## config.mk

```make
export PLATFORM = sky130hd
export DESIGN_NAME = rtc_cal_engine
export DESIGN_NICKNAME = d
export VERILOG_FILES = /design/src/rtl/rtc_cal_pkg.sv /design/src/rtl/rtc_cal_step.sv /design/src/rtl/rtc_cal_codec.sv /design/src/rtl/rtc_alarm_match.sv /design/src/rtl/rtc_cal_engine.sv
export SDC_FILE = /design/constraint.sdc
export NUM_CORES = 1
export LEC_CHECK = 0
export BUFFER_PORTS_ARGS = -buffer_cell sky130_fd_sc_hd__buf_4
export CAP_MARGIN = 20
export CORE_AREA = 10 10 262 264
export CTS_BUF_LIST = sky130_fd_sc_hd__clkbuf_8
export CTS_CLUSTER_SIZE = 25
export DETAILED_ROUTE_END_ITERATION = 8
export DIE_AREA = 0 0 272 274
export SYNTH_ARGS = -nofsm -noshare
export SYNTH_HDL_FRONTEND = slang
export SYNTH_HIERARCHICAL = 1
export SYNTH_SLANG_ARGS = --single-unit
export TNS_END_PERCENT = 5
```

## constraint.sdc

```tcl
create_clock -name clk -period 4.8 [get_ports clk]
set_clock_uncertainty 0.2 [all_clocks]
set_input_delay 0.24 -clock clk [delete_from_list [all_inputs] [get_ports clk]]
set_output_delay 0.24 -clock clk [all_outputs]
set_load 0.03 [all_outputs]
```

## src/rtl/rtc_cal_pkg.sv

```systemverilog
`timescale 1ns/1ps
// Shared types and encoding helpers for the calendar engine.
// Assumes every time field fits one byte; the BCD helpers work modulo 100.
package rtc_cal_pkg;

    localparam int FIELDS   = 7;
    localparam int IDX_SEC  = 0;
    localparam int IDX_MIN  = 1;
    localparam int IDX_HOUR = 2;

    // Declared year first so that bit-slice index 0 is seconds.
    typedef struct packed {
        logic [7:0] year;
        logic [7:0] mon;
        logic [7:0] mday;
        logic [7:0] wday;
        logic [7:0] hour;
        logic [7:0] min;
        logic [7:0] sec;
    } cal_t;

    typedef logic [FIELDS-1:0][7:0] regs_t;

    localparam cal_t CAL_RST = '{year: 8'd0, mon: 8'd1, mday: 8'd1, wday: 8'd1,
                                 hour: 8'd0, min: 8'd0, sec: 8'd0};

    function automatic logic [7:0] bin2bcd(input logic [7:0] v);
        logic [7:0] t;
        logic [7:0] tens;
        logic [7:0] units;
        t     = v % 8'd100;
        tens  = t / 8'd10;
        units = t % 8'd10;
        return {tens[3:0], units[3:0]};
    endfunction

    function automatic logic [7:0] bcd2bin(input logic [7:0] b);
        return ({4'd0, b[7:4]} * 8'd10) + {4'd0, b[3:0]};
    endfunction

    function automatic logic [7:0] enc_val(input logic [7:0] v, input logic bin);
        return bin ? v : bin2bcd(v);
    endfunction

    function automatic logic [7:0] dec_val(input logic [7:0] b, input logic bin);
        return bin ? b : bcd2bin(b);
    endfunction

    function automatic logic [7:0] enc_hour(input logic [7:0] h, input logic bin,
                                            input logic h24);
        if (h24)
            return enc_val(h, bin);
        return enc_val(h % 8'd12, bin) | ((h >= 8'd12) ? 8'h80 : 8'h00);
    endfunction

    function automatic logic [7:0] dec_hour(input logic [7:0] b, input logic bin,
                                            input logic h24);
        logic [7:0] v;
        v = dec_val({1'b0, b[6:0]}, bin);
        if (!h24 && b[7])
            v = v + 8'd12;
        return v;
    endfunction

endpackage

```

## src/rtl/rtc_cal_step.sv

```systemverilog
`timescale 1ns/1ps
// Next-second calculator: pure combinational advance of a binary calendar.
// Assumes the year field is an offset from BASE_YEAR, kept modulo 100.
module rtc_cal_step
    import rtc_cal_pkg::*;
#(
    parameter int BASE_YEAR = 1980
) (
    input  cal_t cur,
    output cal_t nxt
);
    localparam logic [15:0] BASE16 = 16'(BASE_YEAR);

    logic [15:0] full_year;
    logic        leap;
    logic [7:0]  dim;

    // Full year and the Gregorian leap test.
    always_comb begin
        full_year = BASE16 + {8'd0, cur.year};
        leap = ((full_year % 16'd4) == 16'd0) &&
               (((full_year % 16'd100) != 16'd0) || ((full_year % 16'd400) == 16'd0));
    end

    // Length of the current month; unknown months get 31 days.
    always_comb begin
        case (cur.mon)
            8'd2:                      dim = leap ? 8'd29 : 8'd28;
            8'd4, 8'd6, 8'd9, 8'd11:   dim = 8'd30;
            default:                   dim = 8'd31;
        endcase
    end

    // Carry chain from seconds up to the year.
    always_comb begin
        nxt = cur;
        if (({1'b0, cur.sec} + 9'd1) < 9'd60) begin
            nxt.sec = cur.sec + 8'd1;
        end else begin
            nxt.sec = 8'd0;
            if (({1'b0, cur.min} + 9'd1) < 9'd60) begin
                nxt.min = cur.min + 8'd1;
            end else begin
                nxt.min = 8'd0;
                if (({1'b0, cur.hour} + 9'd1) < 9'd24) begin
                    nxt.hour = cur.hour + 8'd1;
                end else begin
                    nxt.hour = 8'd0;
                    nxt.wday = (cur.wday >= 8'd7) ? 8'd1 : cur.wday + 8'd1;
                    if (({1'b0, cur.mday} + 9'd1) <= {1'b0, dim}) begin
                        nxt.mday = cur.mday + 8'd1;
                    end else begin
                        nxt.mday = 8'd1;
                        if (({1'b0, cur.mon} + 9'd1) <= 9'd12) begin
                            nxt.mon = cur.mon + 8'd1;
                        end else begin
                            nxt.mon  = 8'd1;
                            nxt.year = 8'(({1'b0, cur.year} + 9'd1) % 9'd100);
                        end
                    end
                end
            end
        end
    end

endmodule

```

## src/rtl/rtc_cal_codec.sv

```systemverilog
`timescale 1ns/1ps
// Encoder: binary calendar to visible bytes in the selected format.
// Assumes hours are 0..23 internally; the other fields pass through enc_val.
module rtc_cal_encode
    import rtc_cal_pkg::*;
(
    input  cal_t  tm,
    input  logic  bin_mode,
    input  logic  h24_mode,
    output regs_t regs
);
    regs_t vals;
    assign vals = regs_t'(tm);

    for (genvar i = 0; i < FIELDS; i++) begin : g_enc
        if (i == IDX_HOUR) begin : g_hour
            assign regs[i] = enc_hour(vals[i], bin_mode, h24_mode);
        end else begin : g_plain
            assign regs[i] = enc_val(vals[i], bin_mode);
        end
    end

endmodule

// Decoder: visible bytes back to a binary calendar.
// Assumes the bytes were written in the currently selected format.
module rtc_cal_decode
    import rtc_cal_pkg::*;
(
    input  regs_t regs,
    input  logic  bin_mode,
    input  logic  h24_mode,
    output cal_t  tm
);
    regs_t vals;
    assign tm = cal_t'(vals);

    for (genvar i = 0; i < FIELDS; i++) begin : g_dec
        if (i == IDX_HOUR) begin : g_hour
            assign vals[i] = dec_hour(regs[i], bin_mode, h24_mode);
        end else begin : g_plain
            assign vals[i] = dec_val(regs[i], bin_mode);
        end
    end

endmodule

```

## src/rtl/rtc_alarm_match.sv

```systemverilog
`timescale 1ns/1ps
// Alarm comparator over seconds, minutes and hours.
// A byte with both top bits set is a wildcard; others decode in the current format.
module rtc_alarm_match
    import rtc_cal_pkg::*;
#(
    parameter int NCMP = 3
) (
    input  logic [NCMP-1:0][7:0] alm,
    input  cal_t                 tm,
    input  logic                 bin_mode,
    input  logic                 h24_mode,
    output logic                 match
);
    regs_t            cur;
    logic [NCMP-1:0]  hit;

    assign cur = regs_t'(tm);

    for (genvar i = 0; i < NCMP; i++) begin : g_cmp
        logic       wild;
        logic [7:0] want;
        assign wild = (alm[i][7:6] == 2'b11);
        if (i == IDX_HOUR) begin : g_hour
            assign want = dec_hour(alm[i], bin_mode, h24_mode);
        end else begin : g_plain
            assign want = dec_val(alm[i], bin_mode);
        end
        assign hit[i] = wild || (want == cur[i]);
    end

    assign match = &hit;

endmodule

```

## src/rtl/rtc_cal_engine.sv

```systemverilog
`timescale 1ns/1ps
// Calendar update and alarm engine (top).
// Advances a binary calendar on each accepted 1 Hz strobe, runs an
// update-in-progress window of UIP_CYCLES clocks, then refreshes the visible
// bytes, checks the alarm and pulses the status strobes.
// Assumes tick_1hz is a single-cycle pulse spaced far wider than the window.
module rtc_cal_engine
    import rtc_cal_pkg::*;
#(
    parameter int BASE_YEAR  = 1980,
    parameter int UIP_CYCLES = 8
) (
    input  logic       clk,
    input  logic       rst_n,
    input  logic       tick_1hz,
    input  logic [2:0] osc_sel,
    input  logic       set_mode,
    input  logic       bin_mode,
    input  logic       h24_mode,
    input  logic       upd_irq_en,
    input  logic       alm_irq_en,
    input  logic       ld_en,
    input  logic [2:0] ld_sel,
    input  logic [7:0] ld_data,
    input  logic [7:0] alm_sec,
    input  logic [7:0] alm_min,
    input  logic [7:0] alm_hour,
    output logic [7:0] out_sec,
    output logic [7:0] out_min,
    output logic [7:0] out_hour,
    output logic [7:0] out_wday,
    output logic [7:0] out_mday,
    output logic [7:0] out_mon,
    output logic [7:0] out_year,
    output logic       uip,
    output logic       upd_done,
    output logic       alm_hit,
    output logic       irq_req
);
    localparam int          CW       = $clog2(UIP_CYCLES + 1);
    localparam logic [CW-1:0] LAST   = CW'(UIP_CYCLES - 1);
    localparam logic [2:0]  OSC_RUN  = 3'b010;

    cal_t        cal_q, cal_adv, cal_parsed;
    regs_t       vis_q, vis_ld, vis_enc;
    logic        set_q;
    logic [1:0]  fmt_q;
    logic        busy_q;
    logic [CW-1:0] cnt_q;
    logic        accept, win_end, fmt_chg, alm_match;

    assign accept  = tick_1hz && (osc_sel == OSC_RUN);
    assign win_end = busy_q && (cnt_q == LAST);
    assign fmt_chg = (fmt_q != {bin_mode, h24_mode});

    // Visible bytes with the pending load byte substituted.
    always_comb begin
        vis_ld = vis_q;
        if (ld_en && (ld_sel < 3'(FIELDS)))
            vis_ld[ld_sel] = ld_data;
    end

    rtc_cal_step #(.BASE_YEAR(BASE_YEAR)) u_step (
        .cur (cal_q),
        .nxt (cal_adv)
    );

    rtc_cal_encode u_enc (
        .tm       (cal_q),
        .bin_mode (bin_mode),
        .h24_mode (h24_mode),
        .regs     (vis_enc)
    );

    rtc_cal_decode u_dec (
        .regs     (vis_ld),
        .bin_mode (bin_mode),
        .h24_mode (h24_mode),
        .tm       (cal_parsed)
    );

    rtc_alarm_match #(.NCMP(3)) u_alm (
        .alm      ({alm_hour, alm_min, alm_sec}),
        .tm       (cal_q),
        .bin_mode (bin_mode),
        .h24_mode (h24_mode),
        .match    (alm_match)
    );

    // Internal binary time: reload from the bytes, else advance on a strobe.
    always_ff @(posedge clk) begin
        if (!rst_n)
            cal_q <= CAL_RST;
        else if ((ld_en || set_q) && !set_mode)
            cal_q <= cal_parsed;
        else if (accept)
            cal_q <= cal_adv;
    end

    // Mode history used to spot set-mode exit and format changes.
    always_ff @(posedge clk) begin
        if (!rst_n) begin
            set_q <= 1'b0;
            fmt_q <= 2'b00;
        end else begin
            set_q <= set_mode;
            fmt_q <= {bin_mode, h24_mode};
        end
    end

    // Update window sequencer.
    always_ff @(posedge clk) begin
        if (!rst_n) begin
            busy_q <= 1'b0;
            cnt_q  <= '0;
        end else if (accept) begin
            busy_q <= 1'b1;
            cnt_q  <= '0;
        end else if (win_end) begin
            busy_q <= 1'b0;
        end else if (busy_q) begin
            cnt_q <= cnt_q + 1'b1;
        end
    end

    // Update-in-progress flag, held low in set mode.
    always_ff @(posedge clk) begin
        if (!rst_n)
            uip <= 1'b0;
        else if (set_mode)
            uip <= 1'b0;
        else if (accept)
            uip <= 1'b1;
        else if (win_end)
            uip <= 1'b0;
    end

    // Visible bytes: loads, end-of-window refresh, format re-encode.
    always_ff @(posedge clk) begin
        if (!rst_n)
            vis_q <= regs_t'(CAL_RST);
        else if (ld_en)
            vis_q <= vis_ld;
        else if ((win_end || fmt_chg) && !set_mode)
            vis_q <= vis_enc;
    end

    // End-of-window status strobes.
    always_ff @(posedge clk) begin
        if (!rst_n) begin
            upd_done <= 1'b0;
            alm_hit  <= 1'b0;
            irq_req  <= 1'b0;
        end else begin
            upd_done <= win_end;
            alm_hit  <= win_end && alm_irq_en && alm_match;
            irq_req  <= win_end && (upd_irq_en || (alm_irq_en && alm_match));
        end
    end

    assign out_sec  = vis_q[0];
    assign out_min  = vis_q[1];
    assign out_hour = vis_q[2];
    assign out_wday = vis_q[3];
    assign out_mday = vis_q[4];
    assign out_mon  = vis_q[5];
    assign out_year = vis_q[6];

endmodule

```

==> results of run 1 <==
[repair_timing]
action	in CTS	in global routing
hold buffers	5	0
pin swaps	1	11
setup endpoints to repair	2	21
gates resized for setup	0	35
endpoints found under the hold margin	5	0
buffers inserted	0	4
[how the worst max path moves through the flow]
| stage | from | to | slack (ns) |
|---|---|---|---|
| 6_report | cal_q[50] | cal_q[54] | 0.02 |
| 5_1_grt | cal_q[50] | cal_q[50] | -0.25 |
| 4_1_cts | cal_q[50] | cal_q[54] | 0.002 |
| 3_5_place_dp | cal_q[50] | cal_q[54] | -0.002 |
| 3_3_place_gp | cal_q[50] | cal_q[50] | 0.04 |
| 2_1_floorplan | cal_q[51] | cal_q[50] | 0.02 |
[report_power, final]
group | switching, mW | leakage (nW) | internal [mW] | total [mW]
Clock | 0.489 | 0.216 | 0.519 | 1.01
Sequential | 0.125 | 1.02 | 1.12 | 1.24
Combinational | 1.57 | 7.31 | 1.13 | 2.69
Total | 2.18 | 8.54 | 2.76 | 4.94
[metal layers]
layer / up-vias / GRT usage [%] / wire (um)
met5: - / 0 / 13
met2: 438 / 24.3 / 26800
li1: 9548 / - / -
met3: 75 / 2.67 / 3210
met1: 8962 / 20.4 / 27800
met4: 2 / 4.94 / 1510
[critical path: stages (launching register included)]
cell	delay, ns
dfxtp_4	0.37
inv_2	0.04
ha_2	0.18
or3_4	0.33
or4_4	0.43
a311oi_4	0.35
buf_4	0.17
o21ai_2	0.05
buf_4	0.13
a32o_1	0.24
a32oi_1	0.18
o41a_1	0.23
ha_4	0.22
nand2_4	0.06
o211ai_1	0.08
o211ai_1	0.18
a211o_1	0.18
nand3_2	0.08
nand2b_4	0.21
buf_4	0.15
o21ai_1	0.13
o41ai_1	0.10
mux2i_1	0.16
nand2_1	0.08
o211a_1	0.16
[final cells by class]
cell class,count,share of cell area (%)
repair buffers,216,8.00
inverters,103,1.82
diodes,1,0.0118
multi-input cells,2140,71.5
well taps,855,5.03
clock buffers,18,1.17
clock inverters,14,0.730
flip-flops and latches,124,11.7
[cells in the mapped netlist, drive strengths merged, types with 44 or more instances]
library cell	number	share of area [%]
nor2b	50	1.7
nand2	248	4.9
o211a	55	2.9
nand3	115	3.1
a21oi	124	3.3
mux2i	82	4.4
ha	102	6.8
buf	79	2.5
o21a	60	2.4
dfxtp	124	13
xnor2	77	3.6
nor3	44	1.2
xor2	60	2.8
o21ai	269	7.2
nor2	162	3.2
clkbuf	135	2.7
mux2	88	5.3
inv	102	2.0
[state kept, by name, indices dropped and copies added (netlist names), 2 cells and up]
register  count
cnt_q         4
out_min       8
out_mday      8
cal_q        56
out_sec       8
fmt_q         2
out_hour      8
out_wday      8
out_year      8
out_mon       8
[stage by stage]
step | util (%) | setup slack, ns | cells | setup TNS, ns | hold slack (ns)
after floorplan | - | 0.0172 | 2581 | 0 | 0.157
after global placement | 32.4 | 0.0418 | 3429 | 0 | 0.256
after detailed placement | 32.4 | -0.00240 | 3429 | -0.00240 | 0.258
after CTS | 33.1 | 0.00181 | 3466 | 0 | 0.0256
after global routing | 33.4 | -0.250 | 3471 | -1.33 | 0.0834
final | 33.4 | 0.0151 | 3471 | 0 | 0.0557
[cells by family after synthesis]
| group | after synthesis | synth area share, % |
|---|---|---|
| flip-flops | 124 | 13.2 |
| other | 1 | 0.0199 |
| AO/OA/AOI/OAI | 845 | 31.1 |
| adder cells (fa/ha/maj) | 121 | 8.73 |
| buffers and inverters | 317 | 7.27 |
| multiplexers | 170 | 9.60 |
| XOR/XNOR | 138 | 6.52 |
| AND/OR/NAND/NOR | 864 | 23.6 |
[cells in the final DEF (no fill, tap or decap), types with 21 or more instances in the layout]
master    instances
a211oi_1         31
a21o_1           24
a21oi_1         123
a31oi_1          21
and2_1           32
buf_4           203
dfxtp_1         122
ha_1             99
inv_1           103
mux2_2           87
mux2i_1          82
nand2_1         246
nand2b_1         36
nand3_1         112
nor2_1          159
nor2b_1          49
nor3_1           43
nor3b_1          23
o211a_1          55
o211ai_1         23
o21a_1           60
o21ai_0         230
o21ai_1          36
o22ai_1          21
or3_1            24
xnor2_1          77
xor2_1           59
==> impl_results.md, run 1 <==
* Largest fanout on the critical path at 8
* Critical Path Sink Type: flip-flop
* R2R depth at 24
* Sequential-to-total area share from yosys stat at 13.2%
* Pwr dens at 233 nW/um^2
* Crit path kind: flip-flop to flip-flop
* Final Hold Vio Count at 0
* CTS max path bufs at 2
* Vias at 19000
* Storage element area at 2490 um^2
* Ys flop type: dfxtp_1
* Skew-Pair Late Insertion Delay at 0.50 ns
* Status: finished clean
* DRT antenna net count at 0
* Max Fclk at 209 MHz
* Row count at 93
* Final Power at 4.94 mW
* CTS tree: yes
* Placed Instance Area at 20600 um^2
* DRC marker count from the first detailed-route iteration at 1449
* RSZ-0062 raised after global routing: true
* CTS clock-pin slew for the worst setup and hold paths at 0.08 ns
* Worst r2r dst: cal_q[54]
* Distinct cell type count after synthesis at 125
* GPL Wtd Cong at 0.888
* Seq cells post-synth at 124
* # clock sinks at 124
* Worst VDD drop at 0.172 mV
* Antenna violations before repair at 4
* P_leak at 8.54 nW
* Area Growth Syn to Fin at 12.6%
* Largest net degree at the start of global routing at 115
* Via density at 5.48
* Slew margin rel. at 29.3%
* Die X at 272 um
* Fin crit period at 4.78 ns
* Slew of the pin with the lowest slew margin at 1.06 ns
* Post-synth EDFFs at 0
* R2r setup slk at 0.02 ns
* Area of the multi-input gates at 15200 um^2
* Cts bufs inserted at 17
* Vias in the first global route at 17100
* Detailed Route WL at 59300 um
* Tot GR Track Use at 15.2%
* Final global-route overflow total at 0
* Syn Inst Count at 2580
* Final Max Tran Viols at 0
* Layout cells sized above 1 at 15.9%
* DRC errors left at 0
* CP startpoint kind: flip-flop
* Final instance area at 21200 um^2
* Final setup fails at 0
* CTS Root Cell: clkbuf_8
* Post-Syn Area at 18900 um^2
* Hold Path Class: primary input to flip-flop
* Wire length per cell at 17.1 um
* Max-cap viol count at 0
* Core Area at 63600 um^2
* Die Y at 274 um
* Worst r2r src: cal_q[50]
* DP Wirelength at 42800 um
* Period utilization at 99.7%
* WHS Path Cells at 4
* Fillers at 6785
* H-tree lvl count at 4
* Critical path arrival at 4.97 ns
* Hold Path Sink: alm_hit
* Count of input and output buffers at 106
* Ports at 107
* Fin nets at 2769
* DR pass1 iterations at 5
* Synth async-reset ratio at 0%
* Starting Density at 29.6%
* Die Area at 74500 um^2
* HP Start: alm_hour[7]
* Mean post-synth cell area at 7.31 um^2
* First-pass GRT wire length at 94100 um
* Warnings, synthesis at 6
* Worst Path Required at 4.99 ns
No activity file was read; power rests on OpenSTA's default activity.
==> inputs of run 2 (changes only) <==
- BUFFER_PORTS_ARGS: -buffer_cell sky130_fd_sc_hd__buf_4 -> not set
- DONT_BUFFER_PORTS: not set -> 1
==> impl_results.md, run 2 (synthesis gave the netlist of run 1 again) <==
* Die X at 272 um
* Final instance area at 20700 um^2
* Antenna violations before repair at 6
* Max-cap viol count at 0
* Worst r2r src: cal_q[50]
* Detailed Route WL at 61900 um
* Final setup fails at 0
* Count of input and output buffers at 0
* Wire length per cell at 18.2 um
* Final Hold Vio Count at 0
* Largest net degree at the start of global routing at 171
* Worst r2r dst: cal_q[52]
* CTS tree: yes
* Worst path cell trace: inv_1 > ha_2 > buf_8 > clkinvlp_4 > buf_4 > o211ai_1 > a311oi_4 > o21ai_1 > and2b_1 > o21a_1 > o41a_1 > ha_1 > nand2_1 > o211ai_1 > o211ai_1 > a211o_1 > nand3_2 > nand2b_4 > or3_1 > o311ai_1 > mux2i_1 > nand2_1 > o211a_1
* DP Wirelength at 42600 um
* Slowest cell on crit path: o41a_1
* CP startpoint kind: flip-flop
* Hold WS at 0.0243 ns
* Final global-route overflow total at 0
* DRT antenna net count at 0
* Cts bufs inserted at 17
* Critical path's most frequent cell: o211ai_1
* Row count at 93
* DRC marker count from the first detailed-route iteration at 1572
* Period utilization at 97.8%
* Crit path from: cal_q[50]
* WP depth at 23
* CTS Root Cell: clkbuf_8
* GPL Wtd Cong at 0.903
* Starting Density at 29.6%
* Fin nets at 2690
* Most common cell after layout, fill and taps aside: nand2_1
* First-pass GRT wire length at 95900 um
* DR pass1 iterations at 6
* Delay of the slowest critical-path stage at 0.37 ns
* Gate power share at 50.3%
* CTS clock-pin slew for the worst setup and hold paths at 0.09 ns
* Clock share of power at 22.0%
* Final Max Tran Viols at 0
* Final Power at 4.92 mW
* Largest fanout on the critical path at 10
* Tot GR Track Use at 15.7%
* Die Area at 74500 um^2
* Skew-Pair Late Insertion Delay at 0.52 ns
* Sequential share of power at 27.7%
* DRC errors left at 0
* Most frequent cells in the layout: nand2_1, o21ai_0, nor2_1
* H-tree lvl count at 4
* Core Area at 63600 um^2
* CP endpoint: cal_q[52]
* Die Y at 274 um
* RSZ-0062 raised after global routing: true
* Pwr dens at 238 nW/um^2
* Slew margin rel. at 27.3%
* Hold Path Class: primary input to flip-flop
* Crit path max-delay family: compound AO/OA/AOI/OAI gates
* Worst Path Required at 5.06 ns
* Ports at 107
* # clock sinks at 124
* Layout cells sized above 1 at 12.4%
* Crit path kind: flip-flop to flip-flop
* Max Fclk at 213 MHz
* Final TNS setup at 0 ns
* P_leak at 8.11 nW
* P_int at 2.74 mW
* Area Growth Syn to Fin at 9.62%
* Vias in the first global route at 17000
* Final worst setup slack at 0.106 ns
* Critical Path Sink Type: flip-flop
* Bufs and invs on worst path at 4
* Via density at 5.60
* Switching Share at 44.4%
* Fin crit period at 4.69 ns
* Net Switching at 2.18 mW
* R2r setup slk at 0.11 ns
* Critical path arrival at 4.96 ns
* Largest register FFs at 56
* CTS max path bufs at 2
* R2R depth at 23
* Slew of the pin with the lowest slew margin at 1.09 ns
* Vias at 19000
* Worst VDD drop at 0.159 mV
* Status: finished clean
* Place WS at 0.0993 ns
* Reg with most FFs: cal_q
* Placed Instance Area at 19700 um^2
-- run 2: metrics by stage --
stage | utilization (%) | instances
final | 32.5 | 3394
after global routing | 32.5 | 3393
after CTS | 32.2 | 3380
after detailed placement | 31.0 | 3320
after global placement | 31.0 | 3320
after floorplan | - | 2581
-- run 2: per-layer routing --
metal | GRT usage [%] | vias to the layer above | share of wire [%]
li1 | - | 9395 | -
met2 | 24.9 | 543 | 45
met5 | 0 | - | 0.011
met3 | 3.59 | 80 | 6.7
met4 | 6.05 | 2 | 2.8
met1 | 20.5 | 8970 | 46
-- run 2: area by class of cell --
type	instances	area, um^2
flip-flops and latches	124	2490
inverters	103	390
fillers	6758	43000
multi-input cells	2141	15100
repair buffers	136	1150
clock inverters	15	198
diodes	3	7.51
clock buffers	17	234
well taps	855	1070
-- run 2: worst min-delay path by stage --
stage / startpoint / to / slack [ns] / depth (start not counted)
after floorplan: upd_irq_en / irq_req / 0.16 / 2
after global placement: set_mode / set_q / 0.16 / 1
after detailed placement: set_mode / set_q / 0.17 / 1
after CTS: bin_mode / cal_q[20] / 0.002 / 4
after global routing: bin_mode / out_min[2] / 0.04 / 4
final: ld_data[5] / out_wday[5] / 0.02 / 3
-- run 2: what timing repair did --
item / in CTS / in global routing
hold buffers: 28 / 0
endpoints found under the hold margin: 124 / 0
gates resized for setup: 0 / 20
endpoints found under the setup margin: 0 / 15
buffers inserted: 0 / 10
-- run 2: worst register-to-register path, delay by kind of cell, from the launching register on --
kind	cells	cell delay [ns]
DFF	1	0.36
muxes	1	0.12
adders and majority gates	2	0.48
buffers and inverters	4	0.62
and+or+nand+nor	6	1.06
AOI/OAI and AO/OA	10	1.81
-- run 2: power by group through the flow --
stage               Combinational (mW)  Clock, mW  Sequential [mW]
CTS                               2.40       1.10             1.37
floorplan                         1.87          0             1.32
detailed placement                2.30          0             1.39
global route                      2.74       1.14             1.38
finish                            2.47       1.08             1.36
global placement                  2.28          0             1.39
